### src/rtl/zrb_pkg.sv
package zrb_pkg;
    // zone codes used inside the block
    typedef enum logic [1:0] {
        ZONE_SEC  = 2'd0,
        ZONE_SWNR = 2'd1,
        ZONE_OPEN = 2'd2
    } zone_e;

    // filter verdict for one request
    typedef struct packed {
        logic reg_wr;
        logic reg_rd;
        logic cfg_wr;
        logic cfg_rd;
        logic deny;
    } verdict_t;
endpackage

### src/rtl/zrb_zone_map.sv
module zrb_zone_map #(
    parameter int unsigned NREG = 32,
    parameter int unsigned BW   = 5
) (
    input  logic [BW-1:0]   b1_i,
    input  logic [BW-1:0]   b2_i,
    output logic [NREG-1:0] sec_o,
    output logic [NREG-1:0] ro_o
);
    localparam int unsigned CW = BW + 1;

    for (genvar g = 0; g < NREG; g++) begin : g_slot
        logic below_b1;
        logic below_b2;
        assign below_b1 = ({1'b0, b1_i} > CW'(g));
        assign below_b2 = ({1'b0, b2_i} > CW'(g));
        assign sec_o[g] = below_b1;
        assign ro_o[g]  = !below_b1 && below_b2;
    end
endmodule

### src/rtl/zrb_access_check.sv
module zrb_access_check
    import zrb_pkg::*;
(
    input  logic     clk,
    input  logic     rst_n,
    input  logic     valid_i,
    input  logic     write_i,
    input  logic     secure_i,
    input  logic     is_reg_i,
    input  logic     is_cfg_i,
    input  logic     zone_sec_i,
    input  logic     zone_ro_i,
    output verdict_t verdict_o
);
    zone_e zone;

    always_comb begin
        if (zone_sec_i)     zone = ZONE_SEC;
        else if (zone_ro_i) zone = ZONE_SWNR;
        else                zone = ZONE_OPEN;
    end

    always_comb begin
        verdict_o = '0;
        if (valid_i) begin
            if (!is_reg_i && !is_cfg_i) begin
                verdict_o.deny = 1'b1;
            end else if (is_cfg_i) begin
                if (!write_i)      verdict_o.cfg_rd = 1'b1;
                else if (secure_i) verdict_o.cfg_wr = 1'b1;
                else               verdict_o.deny   = 1'b1;
            end else if (secure_i) begin
                if (write_i) verdict_o.reg_wr = 1'b1;
                else         verdict_o.reg_rd = 1'b1;
            end else if (write_i) begin
                if (zone == ZONE_OPEN) verdict_o.reg_wr = 1'b1;
                else                   verdict_o.deny   = 1'b1;
            end else begin
                if (zone == ZONE_SEC) verdict_o.deny   = 1'b1;
                else                  verdict_o.reg_rd = 1'b1;
            end
        end
    end

    // at most one action per request, and exactly one when a request is present
    p_single_action_r1: assert property (@(posedge clk) disable iff (!rst_n)
        valid_i |-> $countones(verdict_o) == 1);
    p_idle_no_action_r1: assert property (@(posedge clk) disable iff (!rst_n)
        !valid_i |-> verdict_o == '0);
    // a secure request to a mapped slot is never refused
    p_secure_allowed_r4: assert property (@(posedge clk) disable iff (!rst_n)
        valid_i && secure_i && (is_reg_i || is_cfg_i) |-> !verdict_o.deny);
    // no non-secure write ever reaches the borders
    p_cfg_secure_only_r7: assert property (@(posedge clk) disable iff (!rst_n)
        verdict_o.cfg_wr |-> secure_i);
endmodule

### src/rtl/zrb_border_cfg.sv
module zrb_border_cfg #(
    parameter int unsigned BW     = 5,
    parameter int unsigned RST_B1 = 10,
    parameter int unsigned RST_B2 = 15
) (
    input  logic          clk,
    input  logic          rst_n,
    input  logic          wr_en_i,
    input  logic [BW-1:0] wb1_i,
    input  logic [BW-1:0] wb2_i,
    output logic [BW-1:0] b1_o,
    output logic [BW-1:0] b2_o
);
    typedef struct packed {
        logic [BW-1:0] b1;
        logic [BW-1:0] b2;
    } border_t;

    border_t cfg_d, cfg_q;

    always_comb begin
        cfg_d = cfg_q;
        if (wr_en_i) begin
            cfg_d.b1 = wb1_i;
            cfg_d.b2 = (wb2_i < wb1_i) ? wb1_i : wb2_i;
        end
    end

    always_ff @(posedge clk or negedge rst_n) begin
        if (!rst_n) begin
            cfg_q.b1 <= BW'(RST_B1);
            cfg_q.b2 <= BW'(RST_B2);
        end else begin
            cfg_q <= cfg_d;
        end
    end

    assign b1_o = cfg_q.b1;
    assign b2_o = cfg_q.b2;

    p_border_order_r8: assert property (@(posedge clk) disable iff (!rst_n)
        cfg_q.b1 <= cfg_q.b2);
    p_border_hold_r7: assert property (@(posedge clk) disable iff (!rst_n)
        !wr_en_i |=> $stable(cfg_q));
endmodule

### src/rtl/zoned_retention_bank.sv
module zoned_retention_bank
    import zrb_pkg::*;
#(
    parameter int unsigned NREG   = 32,
    parameter int unsigned DW     = 32,
    parameter int unsigned RST_B1 = 10,
    parameter int unsigned RST_B2 = 15,
    parameter int unsigned B2_LSB = 8
) (
    input  logic                       clk,
    input  logic                       rst_n,
    input  logic                       tamper_i,
    input  logic                       req_valid_i,
    input  logic                       req_write_i,
    input  logic                       req_secure_i,
    input  logic [$clog2(NREG)+2:0]    req_addr_i,
    input  logic [DW-1:0]              req_wdata_i,
    output logic                       rsp_valid_o,
    output logic                       rsp_err_o,
    output logic [DW-1:0]              rsp_rdata_o
);
    localparam int unsigned IDX_W  = $clog2(NREG);
    localparam int unsigned BW     = IDX_W;
    localparam int unsigned SLOT_W = IDX_W + 1;
    localparam int unsigned ADDR_W = SLOT_W + 2;

    typedef struct packed {
        logic [NREG-1:0][DW-1:0] regs;
        logic                    rsp_valid;
        logic                    rsp_err;
        logic [DW-1:0]           rdata;
    } bank_t;

    bank_t st_d, st_q;

    logic [SLOT_W-1:0] slot;
    logic [IDX_W-1:0]  idx;
    logic              is_reg, is_cfg;
    logic [BW-1:0]     b1, b2;
    logic [NREG-1:0]   sec_vec, ro_vec;
    verdict_t          verdict;
    logic [DW-1:0]     cfg_word;
    logic              unused_addr_lo;

    assign slot           = req_addr_i[ADDR_W-1:2];
    assign idx            = slot[IDX_W-1:0];
    assign is_reg         = (slot < SLOT_W'(NREG));
    assign is_cfg         = (slot == SLOT_W'(NREG));
    assign unused_addr_lo = ^req_addr_i[1:0];

    zrb_zone_map #(.NREG(NREG), .BW(BW)) u_zone_map (
        .b1_i  (b1),
        .b2_i  (b2),
        .sec_o (sec_vec),
        .ro_o  (ro_vec)
    );

    zrb_access_check u_access_check (
        .clk        (clk),
        .rst_n      (rst_n),
        .valid_i    (req_valid_i),
        .write_i    (req_write_i),
        .secure_i   (req_secure_i),
        .is_reg_i   (is_reg),
        .is_cfg_i   (is_cfg),
        .zone_sec_i (sec_vec[idx]),
        .zone_ro_i  (ro_vec[idx]),
        .verdict_o  (verdict)
    );

    zrb_border_cfg #(.BW(BW), .RST_B1(RST_B1), .RST_B2(RST_B2)) u_border_cfg (
        .clk     (clk),
        .rst_n   (rst_n),
        .wr_en_i (verdict.cfg_wr),
        .wb1_i   (req_wdata_i[BW-1:0]),
        .wb2_i   (req_wdata_i[B2_LSB +: BW]),
        .b1_o    (b1),
        .b2_o    (b2)
    );

    always_comb begin
        cfg_word              = '0;
        cfg_word[BW-1:0]      = b1;
        cfg_word[B2_LSB +: BW] = b2;
    end

    always_comb begin
        st_d           = st_q;
        st_d.rsp_valid = req_valid_i;
        st_d.rsp_err   = verdict.deny;
        st_d.rdata     = '0;
        if (verdict.reg_rd && !tamper_i) st_d.rdata = st_q.regs[idx];
        if (verdict.cfg_rd)              st_d.rdata = cfg_word;
        if (verdict.reg_wr)              st_d.regs[idx] = req_wdata_i;
        if (tamper_i)                    st_d.regs = '0;
    end

    always_ff @(posedge clk or negedge rst_n) begin
        if (!rst_n) st_q <= '0;
        else        st_q <= st_d;
    end

    assign rsp_valid_o = st_q.rsp_valid;
    assign rsp_err_o   = st_q.rsp_err;
    assign rsp_rdata_o = st_q.rdata;

    p_rsp_follows_req_r1: assert property (@(posedge clk) disable iff (!rst_n)
        req_valid_i |=> rsp_valid_o);
    p_no_rsp_unasked_r1: assert property (@(posedge clk) disable iff (!rst_n)
        !req_valid_i |=> !rsp_valid_o);
    p_err_zero_data_r5: assert property (@(posedge clk) disable iff (!rst_n)
        rsp_err_o |-> rsp_valid_o && rsp_rdata_o == '0);
    p_tamper_wipe_r9: assert property (@(posedge clk) disable iff (!rst_n)
        tamper_i |=> st_q.regs == '0);
    p_tamper_keeps_border_r9: assert property (@(posedge clk) disable iff (!rst_n)
        tamper_i && !(req_valid_i && req_write_i && is_cfg) |=> $stable({b1, b2}));
    p_ns_guarded_write_dropped_r6: assert property (@(posedge clk) disable iff (!rst_n)
        req_valid_i && req_write_i && !req_secure_i && is_reg &&
        (sec_vec[idx] || ro_vec[idx]) |=> st_q.regs == $past(st_q.regs) || $past(tamper_i));
    p_unmapped_no_change_r11: assert property (@(posedge clk) disable iff (!rst_n)
        req_valid_i && !is_reg && !is_cfg && !tamper_i |=>
        st_q.regs == $past(st_q.regs) && rsp_err_o);
endmodule

### config.mk
export PLATFORM = sky130hd
export DESIGN_NAME = zoned_retention_bank
export DESIGN_NICKNAME = d
export VERILOG_FILES = /design/src/rtl/zrb_pkg.sv /design/src/rtl/zrb_zone_map.sv /design/src/rtl/zrb_access_check.sv /design/src/rtl/zrb_border_cfg.sv /design/src/rtl/zoned_retention_bank.sv
export SDC_FILE = /design/constraint.sdc
export NUM_CORES = 2
export LEC_CHECK = 0
export BUFFER_PORTS_ARGS = -buffer_cell sky130_fd_sc_hd__buf_2
export CAP_MARGIN = 30
export CELL_PAD_IN_SITES_DETAIL_PLACEMENT = 1
export CELL_PAD_IN_SITES_GLOBAL_PLACEMENT = 1
export CORE_MARGIN = 2
export CORE_UTILIZATION = 30
export DETAILED_ROUTE_END_ITERATION = 10
export PLACE_DENSITY_LB_ADDON = 0.1
export SLEW_MARGIN = 20
export SYNTH_ARGS = -nofsm -noshare
export SYNTH_HDL_FRONTEND = slang
export SYNTH_SLANG_ARGS = --single-unit
### constraint.sdc
create_clock -name clk -period 8.5 [get_ports clk]
set_input_delay 1.7 -clock clk [delete_from_list [all_inputs] [get_ports clk]]
set_output_delay 1.7 -clock clk [all_outputs]
set_load 0.005 [all_outputs]
==> summary.txt <==
Critical path
  – R2r worst-path depth: 10
  – CP delay by family, top: buffers and inverters
  – CP Cell Sequence: buf_2 -> nor2b_4 -> nand2_2 -> a2111oi_0 -> nor4_1 -> nand4_2 -> buf_4 -> o41a_2 -> buf_4 -> mux2i_1 -> nor2_1
  – CP Buf/Inv Count: 3
  – Largest stage delay, worst path: 0.86 ns
  – Crit path required time: 9.13 ns
  – Worst Path Arrival: 6.06 ns
  – CP max-delay cell: nor2b_4
  – Crit-path most repeated cell: buf_4
  – Capturing element type of the critical path: flop
  – Crit start category: input port
  – Reg2Reg Setup Slack: 3.94 ns
  – Critical Setup Path Class: input port to flop
  – Crit-path max FO: 23
  – RR Startpoint: u_border_cfg.b2_o[0]$_DFFE_PN1P_
  – R2r endpoint: st_q[339]$_DFFE_PN0P_

Synthesis
  – Synth Area in Simple Gates: 12.4%
  – FF+latch count, synth: 1068
  – Syn_area_per_cell: 12.1 um2
  – Post-Synth Adder-Cell Area: 0.113%
  – Area leader, netlist: dfrtp_1
  – Synth top area share: 49.8%
  – Mapped Cells: 4418
  – Top_reg_cell synth: dfrtp_1
  – Synthesis Warnings: 0
  – Most common cell in the netlist: dfrtp_1
  – Post-synthesis mux area share: 30.1%
  – Syn_nets: 4468
  – XOR/XNOR Fraction of Synth Area: 0%
  – Main combinational cell family by area after synthesis: multiplexers
  – Register area share after synthesis: 50.1%
  – Ys async rst share: 100%
  – Synth area leaders: dfrtp_1, mux2i_1, mux4_2
  – Synth Area in Compound Gates: 2.99%
  – Number of synthesized flops with an enable pin: 0
  – Library cells used by synthesis: 68
  – Post-synth top cells: dfrtp_1, mux2i_1, nand2b_1, nor2_1, clkbuf_1
  – Synth Cell Area: 53400 um2

Clock network
  – Num CTS Buffers: 133
  – Post-CTS sizing: 0
  – H-tree depth: 4
  – CTS tree: done
  – Root Driver: clkbuf_16
  – Setup bufs post-CTS: 0
  – Clock Sinks: 1068
  – Clock latency on the worst-skew pair: 0.77 ns
  – Clk pin slew, worst setup/hold paths: 0.06 ns
  – Clock Tree Buf Depth: 3
  – Post-CTS Hold Buffers: 0

Route
  – DRC viols: 0
  – WL met1: 93700 um
  – DR WL/cell: 29.0 um
  – 1st-iter DRT viols: 2233
  – DR vias: 34700
  – WL met2: 91000 um
  – Highest metal used: met5
  – Via density: 5.19
  – Drt total wl: 194000 um
  – Antenna Nets Post-Route: 0
  – Met3 wire length: 5270 um
  – Initial DRT Pass Iterations: 5

Place
  – HPWL Detailed: 106000 um
  – DP Area: 56000 um2
  – IO buf count: 77
  – GP Congestion: 0.723

Timing
  – Unrepaired setup endpoints after global routing: no
  – Hold Vio Cnt, Final: 0
  – Final min period: 5.44 ns
  – Count of pins over their slew limit: 0
  – Tcrit/Tclk final: 64.0%
  – Fmax: 0.184 GHz
  – Final hold slack: 0.514 ns
  – Headroom to the max-slew limit: 30.3%
  – Setup violators final: 0
  – Clock skew: 0.0256 ns
  – Setup TNS: 0 ns
  – Slew @ Worst Pin: 1.05 ns

Power
  – Power Density: 195 nW/um2
  – P_int: 8.90 mW
  – Sequential share of power: 43.3%
  – Switching Share: 24.9%
  – Pleak: 29.6 nW
  – Net Sw Power: 2.94 mW
  – Worst vdd ir: 0.000188 V
  – Pwr Total: 11.8 mW
  – Clock power share: 50.3%
  – Gate power share: 6.3%

Layout
  – Layout area overhead: 13.6%
  – Nets: 4290
  – FILL cells: 18800
  – Layout cell share with drive strength beyond 1: 16.2%
  – Design area: 60600 um2

Hold path
  – HP Class: flop to flop
  – Hold EP: st_q[439]$_DFFE_PN0P_
  – Worst hold path stage count: 2
  – Hold_sp: st_q[439]$_DFFE_PN0P_

Floorplanning
  – Placement Rows: 154
  – Die height: 426 um
  – # IOs: 80
  – Die area: 181000 um2
  – Core footprint: 176000 um2
  – Die width: 426 um
  – Initial cell density of the core: 30.2%

GRT
  – GRT Util Overall: 21.5%
  – Initial antenna violation count: 14
  – Maximum number of pins on one net before global-route repair: 162
  – Global-route wire length before repair: 283000 um
  – Number of global-route vias before repair: 37300
  – Gr ovfl total: 0

Job
  – Maxcap violations: 0

Outcome
  – Status: finished, final reports clean
through the flow:
stage | instances | util (%) | setup slack (ns)
final | 6690 | 34.3 | 3.06
after global routing | 6689 | 34.3 | 2.81
after CTS | 6684 | 34.3 | 3.11
after detailed placement | 6441 | 31.8 | 2.25
after global placement | 6430 | 31.6 | 2.05
after floorplan | 4418 | - | 4.20
power by group through the flow:
stage / logic [mW] / registers [mW] / clock network (mW)
final: 0.750 / 5.13 / 5.96
after floorplan: 0.414 / 5.20 / 0
after global routing: 0.815 / 5.13 / 6.34
after detailed placement: 0.768 / 5.22 / 0
after CTS: 0.771 / 5.13 / 6.15
after global placement: 0.770 / 5.22 / 0
flip-flops by register name, summed over array words and instances (netlist names):
| register | cells |
|---|---|
| st_q | 1024 |
| rsp_err_o | 1 |
| rsp_rdata_o | 32 |
| rsp_valid_o | 1 |
| u_border_cfg.b1_o | 5 |
| u_border_cfg.b2_o | 5 |
cell families after synthesis:
group / Yosys count
DFF: 1068
and+or+nand+nor: 1311
AOI/OAI and AO/OA: 230
adders and majority gates: 5
buffers and inverters: 518
muxes: 1286
layout make-up:
cell class | instances | area, um2 | share of cell area, %
flip-flops and latches | 1068 | 26700 | 44.1
well taps | 2340 | 2930 | 4.83
clock buffers | 213 | 4110 | 6.77
clock inverters | 30 | 445 | 0.735
inverters | 12 | 45.0 | 0.0743
repair buffers | 193 | 1660 | 2.75
multi-input cells | 2832 | 24700 | 40.7
diodes | 2 | 5.00 | 0.00826
per-layer routing:
layer  global-route usage, %  vias to the layer above
li1                        -                    15100
met1                    30.8                    18900
met2                    34.5                      477
met3                    2.83                      221
met4                    5.10                        4
met5                       0                        -
worst max-delay path by stage:
stage                   from                       end  cells past startpoint
6_report       req_addr_i[6]     st_q[339]$_DFFE_PN0P_                     11
5_1_grt        req_addr_i[6]     st_q[339]$_DFFE_PN0P_                     11
4_1_cts        req_addr_i[4]     st_q[791]$_DFFE_PN0P_                      9
3_5_place_dp   req_addr_i[4]     st_q[771]$_DFFE_PN0P_                      9
3_3_place_gp   req_addr_i[6]     st_q[722]$_DFFE_PN0P_                     11
2_1_floorplan  req_addr_i[2]  rsp_rdata_o[3]$_DFF_PN0_                      9
cell usage in the layout, fill, tap and decap left out, drive strengths merged, types with 6 or more instances in the layout:
master / instances
clkinv: 15
bufinv: 9
a22o: 7
o21ai: 29
mux2i: 1029
a31oi: 6
o41a: 6
nand4: 9
dfstp: 6
mux4: 256
a21oi: 12
nor4: 11
nor2: 549
clkbuf: 213
nor3: 13
nand2b: 549
dfrtp: 1062
buf: 193
o22ai: 108
a311oi: 17
inv: 17
nand2: 74
or4: 11
or3: 16
nor2b: 10
nand3: 47
worst register-to-register path, cell delays in order (launching register included):
cell	delay, ns
dfstp_2	0.69
nor2b_1	0.46
o21ai_0	0.15
and3_1	0.17
or4_1	0.50
nand4_2	0.18
buf_4	0.40
o41a_2	0.73
buf_4	0.77
mux2i_1	0.31
nor2_1	0.06
No activity file was read; power rests on OpenSTA's default activity.
